$ cat config.mk
export PLATFORM = sky130hd
export DESIGN_NAME = gf_filter_bank
export DESIGN_NICKNAME = d
export VERILOG_FILES = /design/src/rtl/gf_pkg.sv /design/src/rtl/gf_sync.sv /design/src/rtl/gf_prescaler.sv /design/src/rtl/gf_channel.sv /design/src/rtl/gf_filter_bank.sv
export SDC_FILE = /design/constraint.sdc
export NUM_CORES = 1
export LEC_CHECK = 0
export ABC_AREA = 1
export BUFFER_PORTS_ARGS = -buffer_cell sky130_fd_sc_hd__buf_2
export CAP_MARGIN = 20
export CORE_MARGIN = 2
export CORE_UTILIZATION = 65
export DETAILED_ROUTE_END_ITERATION = 6
export GPL_TIMING_DRIVEN = 0
export PLACE_DENSITY_LB_ADDON = 0.2
export REMOVE_ABC_BUFFERS = 1
export SYNTH_ARGS = -nofsm -noshare
export SYNTH_HDL_FRONTEND = slang
export SYNTH_SLANG_ARGS = --single-unit
$ cat constraint.sdc
create_clock -name clk_i -period 2.9 [get_ports clk_i]
set_input_delay 0.435 -clock clk_i [delete_from_list [all_inputs] [get_ports clk_i]]
set_output_delay 0.435 -clock clk_i [all_outputs]
set_load 0.05 [all_outputs]
$ cat src/rtl/gf_pkg.sv
package gf_pkg;
  typedef enum logic [1:0] {
    GF_OFF   = 2'b00,
    GF_SHORT = 2'b01,
    GF_MED   = 2'b10,
    GF_LONG  = 2'b11
  } gf_mode_e;
endpackage

$ cat src/rtl/gf_sync.sv
module gf_sync #(
  parameter int unsigned WIDTH  = 4,
  parameter int unsigned STAGES = 2
) (
  input  logic             clk_i,
  input  logic             rst_ni,
  input  logic [WIDTH-1:0] d_i,
  output logic [WIDTH-1:0] q_o
);
  logic [STAGES-1:0][WIDTH-1:0] stage_q;

  always_ff @(posedge clk_i or negedge rst_ni) begin
    if (!rst_ni) begin
      stage_q <= '0;
    end else begin
      stage_q[0] <= d_i;
      for (int s = 1; s < STAGES; s++) stage_q[s] <= stage_q[s-1];
    end
  end

  assign q_o = stage_q[STAGES-1];
endmodule

$ cat src/rtl/gf_prescaler.sv
module gf_prescaler #(
  parameter int unsigned DIV = 400
) (
  input  logic clk_i,
  input  logic rst_ni,
  output logic tick_o
);
  localparam int unsigned PW = (DIV > 2) ? $clog2(DIV) : 1;
  localparam logic [PW-1:0] LAST = PW'(DIV - 1);

  logic [PW-1:0] cnt_q;

  always_ff @(posedge clk_i or negedge rst_ni) begin
    if (!rst_ni)          cnt_q <= '0;
    else if (cnt_q == LAST) cnt_q <= '0;
    else                  cnt_q <= cnt_q + PW'(1);
  end

  assign tick_o = (cnt_q == LAST);


  tick_spacing_chk: assert property (@(posedge clk_i) disable iff (!rst_ni)
    tick_o |=> !tick_o);
endmodule

$ cat src/rtl/gf_channel.sv
module gf_channel
  import gf_pkg::*;
#(
  parameter int unsigned SHORT_N    = 5,
  parameter int unsigned MED_N      = 257,
  parameter int unsigned LONG_TICKS = 255,
  parameter int unsigned CW         = 9
) (
  input  logic     clk_i,
  input  logic     rst_ni,
  input  logic     sample_i,
  input  logic     tick_i,
  input  logic     cfg_we_i,
  input  gf_mode_e cfg_mode_i,
  output logic     filt_o
);
  localparam logic [CW-1:0] SHORT_LIM = CW'(SHORT_N - 1);
  localparam logic [CW-1:0] MED_LIM   = CW'(MED_N - 1);
  localparam logic [CW-1:0] LONG_LIM  = CW'(LONG_TICKS - 1);

  gf_mode_e      mode_q;
  logic [CW-1:0] cnt_q;
  logic          filt_q;
  logic [CW-1:0] limit;
  logic          step;

  always_comb begin
    limit = '0;
    step  = 1'b1;
    unique case (mode_q)
      GF_SHORT: limit = SHORT_LIM;
      GF_MED:   limit = MED_LIM;
      GF_LONG: begin
        limit = LONG_LIM;
        step  = tick_i;
      end
      default: limit = '0;
    endcase
  end

  always_ff @(posedge clk_i or negedge rst_ni) begin
    if (!rst_ni) begin
      mode_q <= GF_OFF;
      cnt_q  <= '0;
      filt_q <= 1'b0;
    end else if (cfg_we_i) begin
      // new setting restarts the run, level held
      mode_q <= cfg_mode_i;
      cnt_q  <= '0;
    end else if (mode_q == GF_OFF) begin
      filt_q <= sample_i;
      cnt_q  <= '0;
    end else if (sample_i == filt_q) begin
      cnt_q <= '0;
    end else if (step) begin
      if (cnt_q == limit) begin
        filt_q <= sample_i;
        cnt_q  <= '0;
      end else begin
        cnt_q <= cnt_q + CW'(1);
      end
    end
  end

  assign filt_o = filt_q;


  agree_chk: assert property (@(posedge clk_i) disable iff (!rst_ni)
    !$stable(filt_o) |-> ($past(sample_i) == filt_o));


  cfg_hold_chk: assert property (@(posedge clk_i) disable iff (!rst_ni)
    cfg_we_i |=> $stable(filt_o));


  cnt_bound_chk: assert property (@(posedge clk_i) disable iff (!rst_ni)
    (mode_q != GF_OFF) |-> (cnt_q <= limit));


  off_idle_chk: assert property (@(posedge clk_i) disable iff (!rst_ni)
    (mode_q == GF_OFF) |=> (cnt_q == '0));
endmodule

$ cat src/rtl/gf_filter_bank.sv
module gf_filter_bank
  import gf_pkg::*;
#(
  parameter int unsigned NUM_CH      = 4,
  parameter int unsigned SYNC_STAGES = 2,
  parameter int unsigned SHORT_N     = 5,
  parameter int unsigned MED_N       = 257,
  parameter int unsigned LONG_DIV    = 400,
  parameter int unsigned LONG_TICKS  = 255
) (
  input  logic              clk_i,
  input  logic              rst_ni,
  input  logic [NUM_CH-1:0] din_i,
  input  logic [NUM_CH-1:0] cfg_we_i,
  input  logic [1:0]        cfg_mode_i,
  output logic [NUM_CH-1:0] filt_o,
  output logic [NUM_CH-1:0] bypass_o
);
  localparam int unsigned MAX_SM = (SHORT_N > MED_N) ? SHORT_N : MED_N;
  localparam int unsigned MAX_N  = (MAX_SM > LONG_TICKS) ? MAX_SM : LONG_TICKS;
  localparam int unsigned CW     = (MAX_N > 2) ? $clog2(MAX_N) : 1;

  logic [NUM_CH-1:0] sample;
  logic              tick;
  gf_mode_e          cfg_mode;

  assign cfg_mode = gf_mode_e'(cfg_mode_i);

  gf_sync #(.WIDTH(NUM_CH), .STAGES(SYNC_STAGES)) u_sync (
    .clk_i (clk_i),
    .rst_ni(rst_ni),
    .d_i   (din_i),
    .q_o   (sample)
  );

  gf_prescaler #(.DIV(LONG_DIV)) u_presc (
    .clk_i (clk_i),
    .rst_ni(rst_ni),
    .tick_o(tick)
  );

  for (genvar c = 0; c < NUM_CH; c++) begin : g_ch
    gf_channel #(
      .SHORT_N   (SHORT_N),
      .MED_N     (MED_N),
      .LONG_TICKS(LONG_TICKS),
      .CW        (CW)
    ) u_ch (
      .clk_i     (clk_i),
      .rst_ni    (rst_ni),
      .sample_i  (sample[c]),
      .tick_i    (tick),
      .cfg_we_i  (cfg_we_i[c]),
      .cfg_mode_i(cfg_mode),
      .filt_o    (filt_o[c])
    );
  end

  assign bypass_o = sample;
endmodule

======== Word level (Yosys, flattened, before mapping) ========
Index checks and enable logic that the tools add are counted.
storage, ports and cells
  output and inout bits ................... 8
  logic and storage cells ................. 114
  input port bits ......................... 12
  register bits ........................... 65
cells by class
  eq/ne operators ......................... 25
  reductions and logical operators ........ 20
  multiplexer cells ....................... 45
  bitwise gates (word level) .............. 4
  add/sub/neg operators ................... 5
operator list
  cell                   number
  $mux W9                21
  $pmux W9 S3            4
  $add A9 B1 Y9 const B  5
  $eq A9 B9 Y1           4
  $mux W1                20
  $eq A2 B2 Y1 const B   8
  $reduce_and A4 Y1      4
  $reduce_bool A2 Y1     8
  $reduce_bool A4 Y1     4
  $eq A9 B9 Y1 const B   1
  $eq A2 B1 Y1 const B   4
  $logic_not A2 Y1       4
  $ne A2 B1 Y1 const B   4
  $eq A1 B1 Y1           4
  $not A1 Y1             4

======== Logic depth before layout (Yosys ltp) ========
  depth after elaboration ................. 8
  gate-level depth with buffers ........... 11

======== By module ========
Synthesis repeated with hierarchy kept, for this count alone.
unflattened totals
  cells, all modules ...................... 523
  area, all modules ....................... 4076.4 µm²
modules (own cells, without submodules)
  module        times used  cells an instance  area an instance (µm²)
  gf_channel    4           115                852.1
  gf_prescaler  1           51                 437.9
  gf_sync       1           12                 230.2

======== Worst setup path before layout ========
OpenSTA, ideal clock, no wires.
  kind .................................... reg-to-reg
  from .................................... register u_presc.cnt_q[0]
  to ...................................... register g_ch[3].u_ch.cnt_q[2]
  buffers on the path ..................... 2
  setup time .............................. 119 ps
  stages on the path, launching flop included .. 10
  arrival ................................. 1364 ps
  slack ................................... 1417 ps
  path through ............................ dfrtp_1 > ha_1 > nand2_2 > nor2_4 > nand3_2 > buf_6 > nand3_4 > buf_6 > a21oi_1 > nor2_1
on the way
  word-level cells in the longest chain between the ends .. 3
RTL lines
  what                                 line                RTL
  from (decl)                          gf_prescaler.sv:11  logic [PW-1:0] cnt_q;
  from (signal assigned)               gf_prescaler.sv:16  else cnt_q <= cnt_q + PW'(1);
  $eq A9 B9 Y1                         gf_prescaler.sv:19  assign tick_o = (cnt_q == LAST);
  $mux W1                              gf_channel.sv:30    unique case (mode_q)
  $reduce_bool A4 Y1 (no source line)  n/a
  to (signal assigned)                 gf_channel.sv:60    cnt_q <= cnt_q + CW'(1);
  to (decl)                            gf_channel.sv:22    logic [CW-1:0] cnt_q;
Every way passes these cells.
A chain may end at the register's enable or synchronous reset.

======== Final worst setup path ========
  from .................................... register u_presc.cnt_q[1]
  to ...................................... register g_ch[1].u_ch.cnt_q[2]
on the way
  word-level cells in the longest chain between the ends .. 3
RTL lines
  what                                 line
  $eq A9 B9 Y1                         gf_prescaler.sv:19
  $mux W1                              gf_channel.sv:30
  $reduce_bool A4 Y1 (no source line)  n/a
  to (signal assigned)                 gf_channel.sv:60
  to (decl)                            gf_channel.sv:22
Every way passes these cells.

==> tab_implementation.tex <==
\begin{tabular}{lr}
\hline
Metric & Value \\
\hline
\multicolumn{2}{l}{\textbf{Outcome}} \\
Run status & finished, final reports clean \\
\multicolumn{2}{l}{\textbf{Detailed routing}} \\
First-iteration detailed-routing DRC count & 177 \\
Via density per instance & 5.197 \\
Routed length on met2 & 3611 um \\
DRT Pass-1 Iters & 5 \\
DRC viols & 0 \\
Metal1 wirelength & 3332 um \\
Met3 wire length & 265 um \\
Vias & 3,290 \\
Wirelength, routed & 7296 um \\
Max layer used & met4 \\
Detail-routed net length per standard cell & 11.53 um \\
Number of nets with antenna violations after routing & 0 \\
\multicolumn{2}{l}{\textbf{Worst setup path}} \\
CP Data Arrival Time & 2.41 ns \\
Worst setup path endpoint & g\_ch[1].u\_ch.cnt\_q[2] \\
Start point of the critical path & u\_presc.cnt\_q[1] \\
Destination of the worst register-to-register timing path & g\_ch[1].u\_ch.cnt\_q[2] \\
Crit path required time & 3.13 ns \\
Startpoint of the worst register-to-register path & u\_presc.cnt\_q[1] \\
Critical path class & register to register \\
Worst-path fanout max & 14 \\
Reg2Reg Depth & 8 \\
Slack of the worst reg-to-reg path & 0.72 ns \\
Worst Setup Start Kind & register \\
Setup crit end kind & register \\
\multicolumn{2}{l}{\textbf{Job}} \\
Maximum Capacitance Violations & 0 \\
\multicolumn{2}{l}{\textbf{Finish}} \\
Area grow syn2layout & 8.994\% \\
Count of antenna diodes in the layout & 0 \\
Fraction of final layout cells with drive strength greater than 1 & 0.08021 \\
Final nets & 573 \\
Multi-input logic area & 1710 um2 \\
Sequential cell area & 1627 um2 \\
Count of filler cells inserted in the layout & 435 \\
\multicolumn{2}{l}{\textbf{Global routing}} \\
Maximum number of pins on one net before global-route repair & 66 \\
Total GRT Usage & 0.2511 \\
Vias in the first global route & 3,069 \\
Global-route wire length before repair & 12,590 um \\
Number of antenna violations at the first check in global routing & 0 \\
Leftover overflow at the end of global routing & 0 \\
\multicolumn{2}{l}{\textbf{Power}} \\
Internal power & 1.733 mW \\
Clk network pwr share & 0.407 \\
Reg power frac & 0.411 \\
Total power & 2.455 mW \\
Power density relative to cell area & 597.5 nW/um2 \\
Combinational group share of total power & 0.182 \\
Leakage power summed over all cells & 2.192 nW \\
Worst-case vdd ir drop & 0.0005573 V \\
Power dissipated by switching net loads & 0.7225 mW \\
Proportion of total power due to net switching & 0.2943 \\
\multicolumn{2}{l}{\textbf{Clock network}} \\
Total number of H-tree levels & 3 \\
Number of setup buffers added after CTS & 0 \\
Clk pin slew, worst setup/hold paths & 0.07 ns \\
Clk sink count & 65 \\
Root Buffer & sky130\_fd\_sc\_hd\_\_clkbuf\_8 \\
Post-CTS Hold Fix Bufs & 0 \\
Number of buffers created by CTS & 9 \\
Clock tree from TritonCTS & yes \\
Maximum number of buffers from clock root to sink & 2 \\
Resized Gates After CTS & 0 \\
Latest clock arrival within the worst-skew pair & 0.34 ns \\
\multicolumn{2}{l}{\textbf{Yosys}} \\
Yosys top cell area share & 0.4315 \\
Top flip-flop cell by instance count after synthesis & sky130\_fd\_sc\_hd\_\_dfrtp\_1 \\
Most numerous cell types in the synthesized netlist & sky130\_fd\_sc\_hd\_\_nand2\_1 (176), sky130\_fd\_sc\_hd\_\_inv\_1 (87), sky130\_fd\_sc\_hd\_\_nor2\_1 (70) \\
Number of flops mapped to enable cells by yosys & 0 \\
Synthesized area divided by synthesized cell count & 6.994 um2 \\
Synth warn & 0 \\
Syn Inst Count & 539 \\
Sequential cell area fraction in the yosys report & 0.4315 \\
Number of distinct library cells after synthesis & 28 \\
Area leader, netlist & sky130\_fd\_sc\_hd\_\_dfrtp\_1 \\
Most used standard cell by instance count after synthesis & sky130\_fd\_sc\_hd\_\_nand2\_1 \\
Dominant cells by area after synthesis & sky130\_fd\_sc\_hd\_\_dfrtp\_1 (43\%), sky130\_fd\_sc\_hd\_\_nand2\_1 (18\%), sky130\_fd\_sc\_hd\_\_inv\_1 (8.7\%), sky130\_fd\_sc\_hd\_\_nand3\_1 (7.7\%), sky130\_fd\_sc\_hd\_\_nor2\_1 (7.0\%) \\
Yosys reg bits & 65 \\
Cell area after technology mapping & 3770 um2 \\
Async S/R FF share, synth & 1.000 \\
\multicolumn{2}{l}{\textbf{Floorplan}} \\
Floorplan die area & 6425 um2 \\
Standard-cell row count & 27 \\
Core region area & 5540 um2 \\
Number of top-level pins & 20 \\
Initial core utilization & 0.6804 \\
Floorplan die width & 80.16 um \\
Floorplan die height & 80.16 um \\
\multicolumn{2}{l}{\textbf{Place}} \\
HPWL after detailed placement & 5211 um \\
Post-Place Setup Slack & 0.7100 ns \\
Number of input and output port buffers inserted & 19 \\
Routability cong. & 0.8860 \\
\multicolumn{2}{l}{\textbf{Timing}} \\
Unrepaired setup endpoints after global routing & no \\
Fraction of the cycle the final worst path needs & 0.7512 \\
Worst-margin pin slew & 0.8012 ns \\
Number of endpoints failing setup at the final stage & 0 \\
Slew headroom & 0.4659 \\
Count of endpoints failing hold in the final timing report & 0 \\
Final Slew Violations & 0 \\
Final hold slack & 0.1710 ns \\
Final critical delay including setup and external delays & 2.178 ns \\
F\_max & 0.4590 GHz \\
Worst setup skew after layout & 0.01090 ns \\
Smallest setup slack after layout & 0.7215 ns \\
TNS Setup & 0 ns \\
\multicolumn{2}{l}{\textbf{Worst hold path}} \\
Tightest Hold Check Type & primary input to async pin \\
\hline
\end{tabular}
through the flow:
step	utilization	cell area (um2)	std cells
floorplan	-	3664	526
global placement	0.6947	3849	617
detailed placement	0.6951	3851	617
CTS	0.7416	4109	633
global route	0.7416	4109	633
finish	0.7416	4109	633
state kept, by name, indices dropped and copies added (netlist names):
name	flops
u_sync.q_o	4
u_sync.stage_q	4
g_ch.u_ch.filt_o	4
u_presc.cnt_q	9
g_ch.u_ch.cnt_q	36
g_ch.u_ch.mode_q	8
cell type report:
cell class,count,area share
sequential,65,0.3959
multi-input combinational,374,0.4163
clock buffer,10,0.03106
timing repair buffer,19,0.02375
clock inverter,6,0.03167
inverter,87,0.07948
tap,72,0.02192
cell usage in the layout, fill, tap and decap left out, drive strengths merged:
master and instances:
nor2 73, bufinv 4, nand3 62, nand4 5
nand3b 1, and2 1, inv 87, dfrtp 65
xnor2 3, ha 5, a21oi 14, clkbuf 10
o22ai 1, xor2 7, nor3 3, clkinv 2
o21ai 16, a31oi 1, o21bai 1, o31ai 1
nand2 180, buf 19
power groups by stage:
stage          sequential, mW  combinational, mW  clock [mW]
2_1_floorplan            1.12              0.233           0
3_3_place_gp             1.02              0.433           0
3_5_place_dp             1.03              0.447           0
4_1_cts                  1.01              0.449        1.02
5_1_grt                  1.02              0.501        1.05
6_report                 1.01              0.446        1.00
logic make-up (layout without fill, tap and decap cells):
family	after synthesis	in the layout	share of synthesized area
flip-flops	65	65	0.4315
XOR/XNOR	10	10	0.02323
adder cells (fa/ha/maj)	5	5	0.01659
AO/OA/AOI/OAI	34	34	0.04713
buffers and inverters	100	122	0.1148
AND/OR/NAND/NOR	325	325	0.3667
worst max-delay path, cell delays in order, from the launching register on:
cell and delay, ns:
sky130_fd_sc_hd__dfrtp_1 0.37, sky130_fd_sc_hd__ha_1 0.21, sky130_fd_sc_hd__nand2_2 0.09, sky130_fd_sc_hd__nor2_4 0.12
sky130_fd_sc_hd__nand3_2 0.33, sky130_fd_sc_hd__nand3_1 0.52, sky130_fd_sc_hd__nand2_1 0.25, sky130_fd_sc_hd__nand3_1 0.14
sky130_fd_sc_hd__inv_1 0.04
how the worst min path moves through the flow:
stage / cells past startpoint / from / slack [ns] / endpoint
global placement: 0 / u_sync.stage_q[2] / 0.33 / u_sync.q_o[2]
global route: 1 / din_i[2] / 0.19 / u_sync.stage_q[2]
detailed placement: 0 / u_sync.stage_q[3] / 0.34 / u_sync.q_o[3]
floorplan: 0 / rst_ni / 0.14 / g_ch[0].u_ch.cnt_q[0]
CTS: 1 / din_i[2] / 0.19 / u_sync.stage_q[2]
finish: 1 / rst_ni / 0.17 / g_ch[2].u_ch.cnt_q[5]
per-layer routing:
layer  global-route usage  up-vias
li1                     -     1686
met3              0.04045        8
met1               0.3166     1538
met2               0.4242       58
met5                    0        -
met4               0.1136        0
Note: power is estimated with default switching activity, not from simulation.
